--- src/rtl/haar2d_pkg.sv ---
package haar2d_pkg;
  typedef enum logic [2:0] {
    PH_IDLE,
    PH_LOAD,
    PH_FLUSH,
    PH_FETCH,
    PH_DRAIN
  } phase_t;
endpackage

--- src/rtl/haar_pair_stage.sv ---
module haar_pair_stage #(
  parameter int N         = 8,
  parameter int IN_W      = 8,
  parameter int IN_SIGNED = 0
) (
  input  logic                     clk,
  input  logic                     rst_n,
  input  logic                     clear,
  input  logic                     in_valid,
  input  logic [IN_W-1:0]          in_data,
  output logic                     out_valid,
  output logic [$clog2(N)-1:0]     out_pos,
  output logic [$clog2(N)-1:0]     out_vec,
  output logic signed [IN_W:0]     out_data
);
  localparam int LG    = $clog2(N);
  localparam int OUT_W = IN_W + 1;
  localparam logic [LG-1:0] HALF = LG'(N / 2);
  localparam logic [LG-1:0] LAST = LG'(N - 1);

  function automatic logic signed [OUT_W-1:0] widen(input logic [IN_W-1:0] v);
    logic ext;
    ext = (IN_SIGNED != 0) ? v[IN_W-1] : 1'b0;
    return {ext, v};
  endfunction

  function automatic logic signed [OUT_W-1:0] pair_avg(input logic signed [OUT_W-1:0] a,
                                                       input logic signed [OUT_W-1:0] b);
    logic signed [OUT_W:0] s;
    s = {a[OUT_W-1], a} + {b[OUT_W-1], b};
    return s[OUT_W:1];
  endfunction

  function automatic logic signed [OUT_W-1:0] pair_dif(input logic signed [OUT_W-1:0] a,
                                                       input logic signed [OUT_W-1:0] b);
    return a - b;
  endfunction

  logic [LG-1:0]            pos_q, vec_q, pend_pos_q, pend_vec_q;
  logic signed [OUT_W-1:0]  even_q, pend_data_q, cur_w;
  logic                     pend_q;
  logic                     odd_in;

  assign odd_in = in_valid && pos_q[0];
  assign cur_w  = widen(in_data);

  always_ff @(posedge clk) begin
    if (!rst_n || clear) begin
      pos_q       <= '0;
      vec_q       <= '0;
      pend_q      <= 1'b0;
      out_valid   <= 1'b0;
      out_pos     <= '0;
      out_vec     <= '0;
      out_data    <= '0;
      even_q      <= '0;
      pend_pos_q  <= '0;
      pend_vec_q  <= '0;
      pend_data_q <= '0;
    end else begin
      out_valid <= 1'b0;
      if (in_valid) begin
        pos_q <= pos_q + 1'b1;
        if (pos_q == LAST) vec_q <= vec_q + 1'b1;
        if (!pos_q[0]) even_q <= cur_w;
      end
      if (odd_in) begin
        out_valid   <= 1'b1;
        out_pos     <= pos_q >> 1;
        out_vec     <= vec_q;
        out_data    <= pair_avg(even_q, cur_w);
        pend_q      <= 1'b1;
        pend_pos_q  <= (pos_q >> 1) + HALF;
        pend_vec_q  <= vec_q;
        pend_data_q <= pair_dif(even_q, cur_w);
      end else if (pend_q) begin
        out_valid <= 1'b1;
        out_pos   <= pend_pos_q;
        out_vec   <= pend_vec_q;
        out_data  <= pend_data_q;
        pend_q    <= 1'b0;
      end
    end
  end

  AST_DIFF_FOLLOWS_AVG: assert property (@(posedge clk) disable iff (!rst_n)
    (out_valid && !out_pos[LG-1] && !clear) |=>
      (out_valid && out_pos == $past(out_pos) + HALF && out_vec == $past(out_vec)));
endmodule

--- src/rtl/xpose_store.sv ---
module xpose_store #(
  parameter int N     = 8,
  parameter int DAT_W = 9
) (
  input  logic                      clk,
  input  logic                      rst_n,
  input  logic                      wr_en,
  input  logic [$clog2(N)-1:0]      wr_pos,
  input  logic [$clog2(N)-1:0]      wr_vec,
  input  logic [DAT_W-1:0]          wr_data,
  input  logic                      rd_en,
  input  logic [2*$clog2(N)-1:0]    rd_addr,
  output logic [DAT_W-1:0]          rd_data
);
  localparam int LG    = $clog2(N);
  localparam int DEPTH = N * N;

  logic [DAT_W-1:0] mem [DEPTH];
  logic [2*LG-1:0]  wr_addr;

  // coefficient at row-pass vector r, position c lands at c*N + r
  assign wr_addr = {wr_pos, wr_vec};

  always_ff @(posedge clk) begin
    if (wr_en) mem[wr_addr] <= wr_data;
    if (rd_en) rd_data <= mem[rd_addr];
  end

  AST_WR_RD_EXCL: assert property (@(posedge clk) disable iff (!rst_n)
    !(wr_en && rd_en));
endmodule

--- src/rtl/rd_fetch.sv ---
module rd_fetch #(
  parameter int N = 8
) (
  input  logic                    clk,
  input  logic                    rst_n,
  input  logic                    en,
  output logic                    rd_req,
  output logic [2*$clog2(N)-1:0]  rd_addr,
  output logic                    rd_last
);
  localparam int AW = 2 * $clog2(N);
  localparam logic [AW-1:0] TOP = AW'(N * N - 1);

  assign rd_req  = en;
  assign rd_last = en && (rd_addr == TOP);

  always_ff @(posedge clk) begin
    if (!rst_n || !en) rd_addr <= '0;
    else               rd_addr <= rd_addr + 1'b1;
  end

  AST_ADDR_SEQ: assert property (@(posedge clk) disable iff (!rst_n)
    (rd_req && !rd_last) |=> (rd_req && rd_addr == $past(rd_addr) + 1'b1));
endmodule

--- src/rtl/haar2d_xpose.sv ---
module haar2d_xpose #(
  parameter int N     = 8,
  parameter int PIX_W = 8
) (
  input  logic                        clk,
  input  logic                        rst_n,
  input  logic                        start,
  output logic                        busy,
  input  logic                        pix_valid,
  input  logic [PIX_W-1:0]            pix_data,
  output logic                        pix_ready,
  output logic                        coef_valid,
  output logic signed [PIX_W+1:0]     coef_data,
  output logic [$clog2(N)-1:0]        coef_row,
  output logic [$clog2(N)-1:0]        coef_col,
  output logic                        done
);
  import haar2d_pkg::*;

  localparam int LG    = $clog2(N);
  localparam int AW    = 2 * LG;
  localparam int MEM_W = PIX_W + 1;
  localparam logic [LG-1:0] LAST = LG'(N - 1);
  localparam logic [AW-1:0] TOP  = AW'(N * N - 1);

  phase_t phase_q;
  logic [AW-1:0] pix_cnt_q;
  logic          accept, last_pix, start_ok;

  logic                     s1_valid;
  logic [LG-1:0]            s1_pos, s1_vec;
  logic signed [MEM_W-1:0]  s1_data;
  logic                     p1_last_wr;

  logic                     rd_req, rd_last, rd_vld_q;
  logic [AW-1:0]            rd_addr;
  logic [MEM_W-1:0]         rd_data;
  logic                     p2_last;

  assign start_ok  = start && (phase_q == PH_IDLE);
  assign pix_ready = (phase_q == PH_LOAD);
  assign busy      = (phase_q != PH_IDLE);
  assign accept    = pix_valid && pix_ready;
  assign last_pix  = accept && (pix_cnt_q == TOP);
  assign p1_last_wr = s1_valid && (s1_pos == LAST) && (s1_vec == LAST);
  assign p2_last    = coef_valid && (coef_row == LAST) && (coef_col == LAST);

  haar_pair_stage #(.N(N), .IN_W(PIX_W), .IN_SIGNED(0)) u_row (
    .clk(clk), .rst_n(rst_n), .clear(start_ok),
    .in_valid(accept), .in_data(pix_data),
    .out_valid(s1_valid), .out_pos(s1_pos), .out_vec(s1_vec), .out_data(s1_data)
  );

  xpose_store #(.N(N), .DAT_W(MEM_W)) u_store (
    .clk(clk), .rst_n(rst_n),
    .wr_en(s1_valid), .wr_pos(s1_pos), .wr_vec(s1_vec), .wr_data(s1_data),
    .rd_en(rd_req), .rd_addr(rd_addr), .rd_data(rd_data)
  );

  rd_fetch #(.N(N)) u_fetch (
    .clk(clk), .rst_n(rst_n), .en(phase_q == PH_FETCH),
    .rd_req(rd_req), .rd_addr(rd_addr), .rd_last(rd_last)
  );

  haar_pair_stage #(.N(N), .IN_W(MEM_W), .IN_SIGNED(1)) u_col (
    .clk(clk), .rst_n(rst_n), .clear(start_ok),
    .in_valid(rd_vld_q), .in_data(rd_data),
    .out_valid(coef_valid), .out_pos(coef_row), .out_vec(coef_col), .out_data(coef_data)
  );

  always_ff @(posedge clk) begin
    if (!rst_n) begin
      phase_q   <= PH_IDLE;
      pix_cnt_q <= '0;
      rd_vld_q  <= 1'b0;
      done      <= 1'b0;
    end else begin
      rd_vld_q <= rd_req;
      done     <= p2_last;
      if (accept) pix_cnt_q <= pix_cnt_q + 1'b1;
      unique case (phase_q)
        PH_IDLE:  if (start_ok) begin
                    phase_q   <= PH_LOAD;
                    pix_cnt_q <= '0;
                  end
        PH_LOAD:  if (last_pix)   phase_q <= PH_FLUSH;
        PH_FLUSH: if (p1_last_wr) phase_q <= PH_FETCH;
        PH_FETCH: if (rd_last)    phase_q <= PH_DRAIN;
        PH_DRAIN: if (p2_last)    phase_q <= PH_IDLE;
        default:                  phase_q <= PH_IDLE;
      endcase
    end
  end

  AST_READY_IN_BUSY: assert property (@(posedge clk) disable iff (!rst_n)
    pix_ready |-> busy);
  AST_NO_OUT_WHILE_LOADING: assert property (@(posedge clk) disable iff (!rst_n)
    pix_ready |-> !coef_valid);
  AST_DONE_SINGLE: assert property (@(posedge clk) disable iff (!rst_n)
    done |=> !done);
  AST_DONE_AFTER_LAST: assert property (@(posedge clk) disable iff (!rst_n)
    $rose(done) |-> $past(coef_valid && coef_row == LAST && coef_col == LAST));
  AST_START_WHILE_BUSY: assert property (@(posedge clk) disable iff (!rst_n)
    (busy && !done && !p2_last) |=> busy);
endmodule

--- config.mk ---
export PLATFORM = sky130hd
export DESIGN_NAME = haar2d_xpose
export DESIGN_NICKNAME = d
export VERILOG_FILES = /design/src/rtl/haar2d_pkg.sv /design/src/rtl/haar_pair_stage.sv /design/src/rtl/xpose_store.sv /design/src/rtl/rd_fetch.sv /design/src/rtl/haar2d_xpose.sv
export SDC_FILE = /design/constraint.sdc
export NUM_CORES = 1
export LEC_CHECK = 0
export ABC_AREA = 1
export BUFFER_PORTS_ARGS = -buffer_cell sky130_fd_sc_hd__buf_2
export CAP_MARGIN = 40
export CORE_UTILIZATION = 35
export DETAILED_ROUTE_END_ITERATION = 8
export GPL_ROUTABILITY_DRIVEN = 1
export PLACE_DENSITY_LB_ADDON = 0.1
export SLEW_MARGIN = 40
export SYNTH_ARGS = -nofsm -noshare
export SYNTH_HDL_FRONTEND = slang
export SYNTH_HIERARCHICAL = 1
export SYNTH_SLANG_ARGS = --single-unit
--- constraint.sdc ---
create_clock -name clk -period 6.74 [get_ports clk]
set_input_delay 0.337 -clock clk [delete_from_list [all_inputs] [get_ports clk]]
set_output_delay 0.337 -clock clk [all_outputs]
set_load 0.03 [all_outputs]
### Word level (Yosys, flattened, before mapping)

Memories as Yosys holds them, arrays and structs flattened. A register that Yosys moved wholly into a read port is not among the register bits.
Index checks and enable logic that the tools add are counted.

| word-level totals | value |
|---|---|
| flip-flop bits (word level) | 112 |
| bits in writable memories | 576 |
| input bits | 12 |
| output and inout bits | 20 |
| logic and storage cells | 115 |
| memories | 1 |

Memory list:

| memory | words | width | rd ports | clocked after memory_dff | wr ports | line | source |
|---|---|---|---|---|---|---|---|
| u_store.mem | 64 | 9 | 1 | 1 | 1 | xpose_store.sv:18 | `logic [DAT_W-1:0] mem [DEPTH];` |

| operators by class | value |
|---|---|
| add/subtract/negate cells | 12 |
| equality and inequality tests | 17 |
| muxes and demuxes | 29 |
| bitwise gates (word level) | 2 |
| reduce and logical (&&, ||, !) cells | 25 |

Operator list:

| cell | number |
|---|---|
| $mux 3 | 9 |
| $eq 3x3->1 const B | 7 |
| $mux 10 | 2 |
| $mux 6 | 3 |
| $mux 9 | 2 |
| $pmux 3 s5 | 1 |
| $add 3x1->3 const B | 4 |
| $add 6x1->6 const B | 2 |
| $eq 6x6->1 const B | 2 |
| $add 9x9->10 | 1 |
| $logic_and 1x1->1 | 10 |
| $sub 9x9->10 | 1 |
| $add 8x8->9 | 1 |
| $sub 8x8->9 | 1 |
| $mux 1 | 8 |
| $mux 2 | 4 |
| $reduce_and 2->1 | 4 |
| $add 2x3->3 const B | 2 |
| $eq 3x2->1 const B | 2 |
| $ne 2x1->1 const B | 3 |
| $reduce_and 5->1 | 1 |
| $ne 2x2->1 const B | 2 |
| $reduce_bool 2->1 | 2 |
| $reduce_or 2->1 | 2 |
| other kinds (6) | 9 |

### Logic depth before layout (Yosys ltp)

| depth | value |
|---|---|
| depth in word-level cells | 5 |
| mapped depth | 13 |
| depth with buffers taken out | 12 |

### Hierarchy

Netlist, hierarchy kept.

Modules (own cells, without submodules):

| module | times used | cells an instance | area an instance (um^2) | sequential area each (um^2) |
|---|---|---|---|---|
| xpose_store | 1 | 2,016 | 23,889.2 | 17,566.8 |
| haar_pair_stage at u_col | 1 | 360 | 2,713.9 | 980.9 |
| haar_pair_stage at u_row | 1 | 327 | 2,389.8 | 920.9 |
| haar2d_xpose | 1 | 100 | 629.4 | 220.2 |
| rd_fetch | 1 | 35 | 267.8 | 120.1 |

### Worst setup path after synthesis

No wires, ideal clock.

| path | value |
|---|---|
| kind | flip-flop to flip-flop |
| start point | register u_row.out_valid |
| end point | memory u_store.mem[48][0], enable pin |
| library setup time | 0.399 ns |
| arrival time | 1.781 ns |
| data required time | 6.341 ns |
| slack | 4.560 ns |
| cell stages (with the launch flop) | 4 |
| buffers on the path | 1 |
| period minus slack after synthesis | 2.180 ns |
| path through | dfxtp_1 > clkbuf_1 > nand4_1 > nor4_1 |

| on the way | value |
|---|---|
| cells in the longest elaborated chain, start to end | 2 |

RTL lines:

| what | line | source |
|---|---|---|
| start, declared | haar_pair_stage.sv:11 | `output logic out_valid,` |
| start signal, assigned | haar_pair_stage.sv:52 | `out_valid <= 1'b0;` |
| start signal, assigned | haar_pair_stage.sv:61 | `out_valid <= 1'b0;` |
| start signal, assigned | haar_pair_stage.sv:68 | `out_valid <= 1'b1;` |
| $mux 1 | xpose_store.sv:25 | `if (wr_en) mem[wr_addr] <= wr_data;` |
| $mux 1 (not written as such) | xpose_store.sv:25 |  |
| end, declared | xpose_store.sv:18 |  |

Every way passes these cells.

==> results.json <==
{
  "cts.htree.levels": 3,
  "core_area_mm2": 0.0841,
  "drv_cap": 0,
  "dpl.hpwl_um": 47700,
  "synth.mux.area_fraction": 0.00201,
  "vias": 20300,
  "fin_nets": 2900,
  "placed_area_mm2": 0.0310,
  "multiInputGateArea_mm2": 0.00881,
  "regArea_mm2": 0.0198,
  "yosys.area_share.simple": 0.235,
  "fillers": 8240,
  "layout-drive-gt1-share": 0.0980,
  "vdd_drop_max_uv": 200,
  "io-pin-count": 32,
  "port_buffers": 31,
  "stdcell_count": 4043,
  "synth_edf_count": 585,
  "hp-class": "in -> reg",
  "initial_utilization": 0.355,
  "rrSetupSlack_ns": 3.91,
  "hp-start": "pix_data[1]",
  "timing.hold.ws_ns": 0.0417,
  "crit_required_ns": 7.12,
  "synth_cells": 2838,
  "rows": 106,
  "synth.area.top_cells": "edfxtp_1 59%, nand2_1 12%, nand3_1 8.9%",
  "post-route-util": 0.402,
  "crit_arrival_ns": 3.20,
  "dr.pass1.iters": 5,
  "yosysSeqAreaShare": 0.663,
  "synth_top_family_by_area": "simple AND/OR/NAND/NOR gates",
  "async_flop_share": 0,
  "clockBufferDepth": 3,
  "ant_nets": 0,
  "clock-sinks": 697,
  "via_per_inst": 5.02,
  "synth_common_cells": "933 x nand2_1, 585 x edfxtp_1, 531 x nand3_1",
  "gp_congestion": 0.806,
  "r2r-start": "u_fetch/rd_addr[1]",
  "routed_wl_um": 81600,
  "fin_crit_sh": 0.419,
  "chipHeight_um": 294,
  "worst_setup_path_end_kind": "flop",
  "cts-root-buf": "clkbuf_16",
  "hold_violations": 0,
  "synth_top_area_share": 0.588,
  "die_x_um": 294,
  "yosys.area.top_type": "edfxtp_1",
  "start_kind": "flop",
  "r2r_cells": 8,
  "ys_warn_count": 6,
  "avgSynthCellArea_um2": 10.5,
  "synth_ff_type": "edfxtp_1",
  "setup_tns_ns": 0,
  "setup_violations": 0,
  "die-area_mm2": 0.0866,
  "synth.most_common_cell": "nand2_1",
  "grt_overflow": 0,
  "yosys.area_share.adder": 0.0203,
  "critical_path_class": "reg -> reg",
  "netlist_area_mm2": 0.0299,
  "grt_max_degree": 178,
  "clk_pin_slew_ns": 0.06,
  "min_to": "u_row/even_q[1]",
  "cts_tree": "built",
  "fin_crit_ns": 2.83,
  "syn_nets": 2896,
  "syn_to_final_growth_pct": 13.0,
  "status": "finished clean",
  "grt_pass1_vias": 19700,
  "ys_ff_latch": 697,
  "drtIter0Drc": 1434,
  "post_drt_wl_per_cell_um": 20.2,
  "numCtsBuffers": 81,
  "synth-xor-area-share": 0.00381,
  "synthDistinctLibCells": 45,
  "power_density_mw_per_mm2": 285,
  "dp_cells": 3884,
  "layout_setup_ws_ns": 3.91,
  "grtUsageTotal": 0.190,
  "slew_violations": 0,
  "drc": 0,
  "p_leak_nw": 12.7,
  "holdPathStages": 3,
  "synth_compound_area_frac": 0.0288,
  "total_power_mw": 9.62,
  "relSlewSlack": 0.442,
  "crit_path_max_fanout": 54,
  "final_area_mm2": 0.0338,
  "grt_pass1_wl_um": 124000,
  "fmax_ghz": 0.354,
  "grt_setup_unrepaired": "no",
  "r2r_end": "u_store/rd_data[5]",
  "antenna_found_initial": 0,
  "skew_ns": 0.0299,
  "insertion_delay_ns": 0.63,
  "worstMarginPinSlew_ns": 0.836,
  "post-place-ws_ns": 3.77
}
-- logic make-up after synthesis --
group / Yosys count
adders and majority gates: 46
DFF: 697
xor gates and xnor gates: 13
buffers and inverters: 273
muxes: 6
AOI/OAI and AO/OA: 162
and+or+nand+nor: 1641
-- report_power, final --
part | switching (mW) | total (mW) | internal, mW | leakage, nW
sequential | 0.0373 | 4.69 | 4.65 | 6.46
combinational | 0.424 | 0.590 | 0.166 | 4.97
clock | 1.76 | 4.35 | 2.59 | 1.29
-- layout by cell type (no fill, tap or decap), drive strengths merged, types with 2 or more instances in the layout --
cell type | synthesis | final
inv | 117 | 119
mux2i | 6 | 6
a21o | 2 | 2
a21oi | 70 | 70
o22ai | 6 | 6
buf | 123 | 64
ha | 42 | 42
dfxtp | 112 | 112
nor2 | 139 | 139
clkbuf | 28 | 100
nor4 | 8 | 8
bufinv | 0 | 8
clkinvlp | 0 | 4
clkinv | 5 | 40
a31oi | 4 | 4
nor3 | 5 | 5
fa | 4 | 4
o21a | 2 | 2
o21ai | 71 | 71
xor2 | 9 | 9
xnor2 | 4 | 4
o21bai | 4 | 4
o211ai | 2 | 2
nand4 | 15 | 15
edfxtp | 585 | 585
nand3 | 532 | 532
dlygate4sd3 | 0 | 8
nand2 | 939 | 939
and2 | 2 | 2
-- critical path, cell delays in order, from the launching register on --
cell	delay [ns]
dfxtp_4	0.70
buf_4	0.65
nand3_1	0.26
nand3_1	0.14
nand2_1	0.08
nand2_1	0.06
nand3_1	0.31
nand3_1	0.24
nand2_1	0.08
-- worst max-delay path by stage --
stage | from | endpoint | slack, ns | cells after the start
2_1_floorplan | u_row/out_valid | u_store/mem[48][0] | 4.56 | 3
3_3_place_gp | u_fetch/rd_addr[0] | u_store/rd_data[3] | 3.65 | 10
3_5_place_dp | u_fetch/rd_addr[1] | u_store/rd_data[5] | 3.77 | 9
4_1_cts | u_fetch/rd_addr[1] | u_store/rd_data[5] | 3.79 | 9
5_1_grt | u_fetch/rd_addr[0] | phase_q[2] | 3.61 | 11
6_report | u_fetch/rd_addr[1] | u_store/rd_data[5] | 3.91 | 8
-- layer usage --
layer / track usage / part of all wire
met5: 0 / 0
met4: 0.0441 / 0.018
met3: 0.0344 / 0.052
met2: 0.298 / 0.46
met1: 0.271 / 0.47
-- final cells by class --
type	instances	area share
flip-flops and latches	697	0.587
inverters	122	0.0146
clock inverters	49	0.0143
multi-input cells	1868	0.261
repair buffers	72	0.0171
well taps	1134	0.0420
diodes	1	0.0000741
clock buffers	100	0.0640
-- timing repair --
item	CTS	global route
setup buffers	0	0
hold buffers	8	0
gates resized for setup	0	0
endpoints found under the hold margin	10	0
-- state kept, by name, summed over array words and instances (netlist names), 3 cells and up --
signal	cells
phase_q	3
pix_cnt_q	6
u_col/even_q	9
u_col/out_data	10
u_col/out_pos	3
u_col/out_vec	3
u_col/pend_data_q	10
u_col/pend_pos_q	3
u_col/pend_vec_q	3
u_col/pos_q	3
u_col/vec_q	3
u_fetch/rd_addr	6
u_row/even_q	8
u_row/out_data	9
u_row/out_pos	3
u_row/out_vec	3
u_row/pend_data_q	9
u_row/pend_pos_q	3
u_row/pend_vec_q	3
u_row/pos_q	3
u_row/vec_q	3
u_store/mem	576
u_store/rd_data	9
No activity file was read; power rests on OpenSTA's default activity.
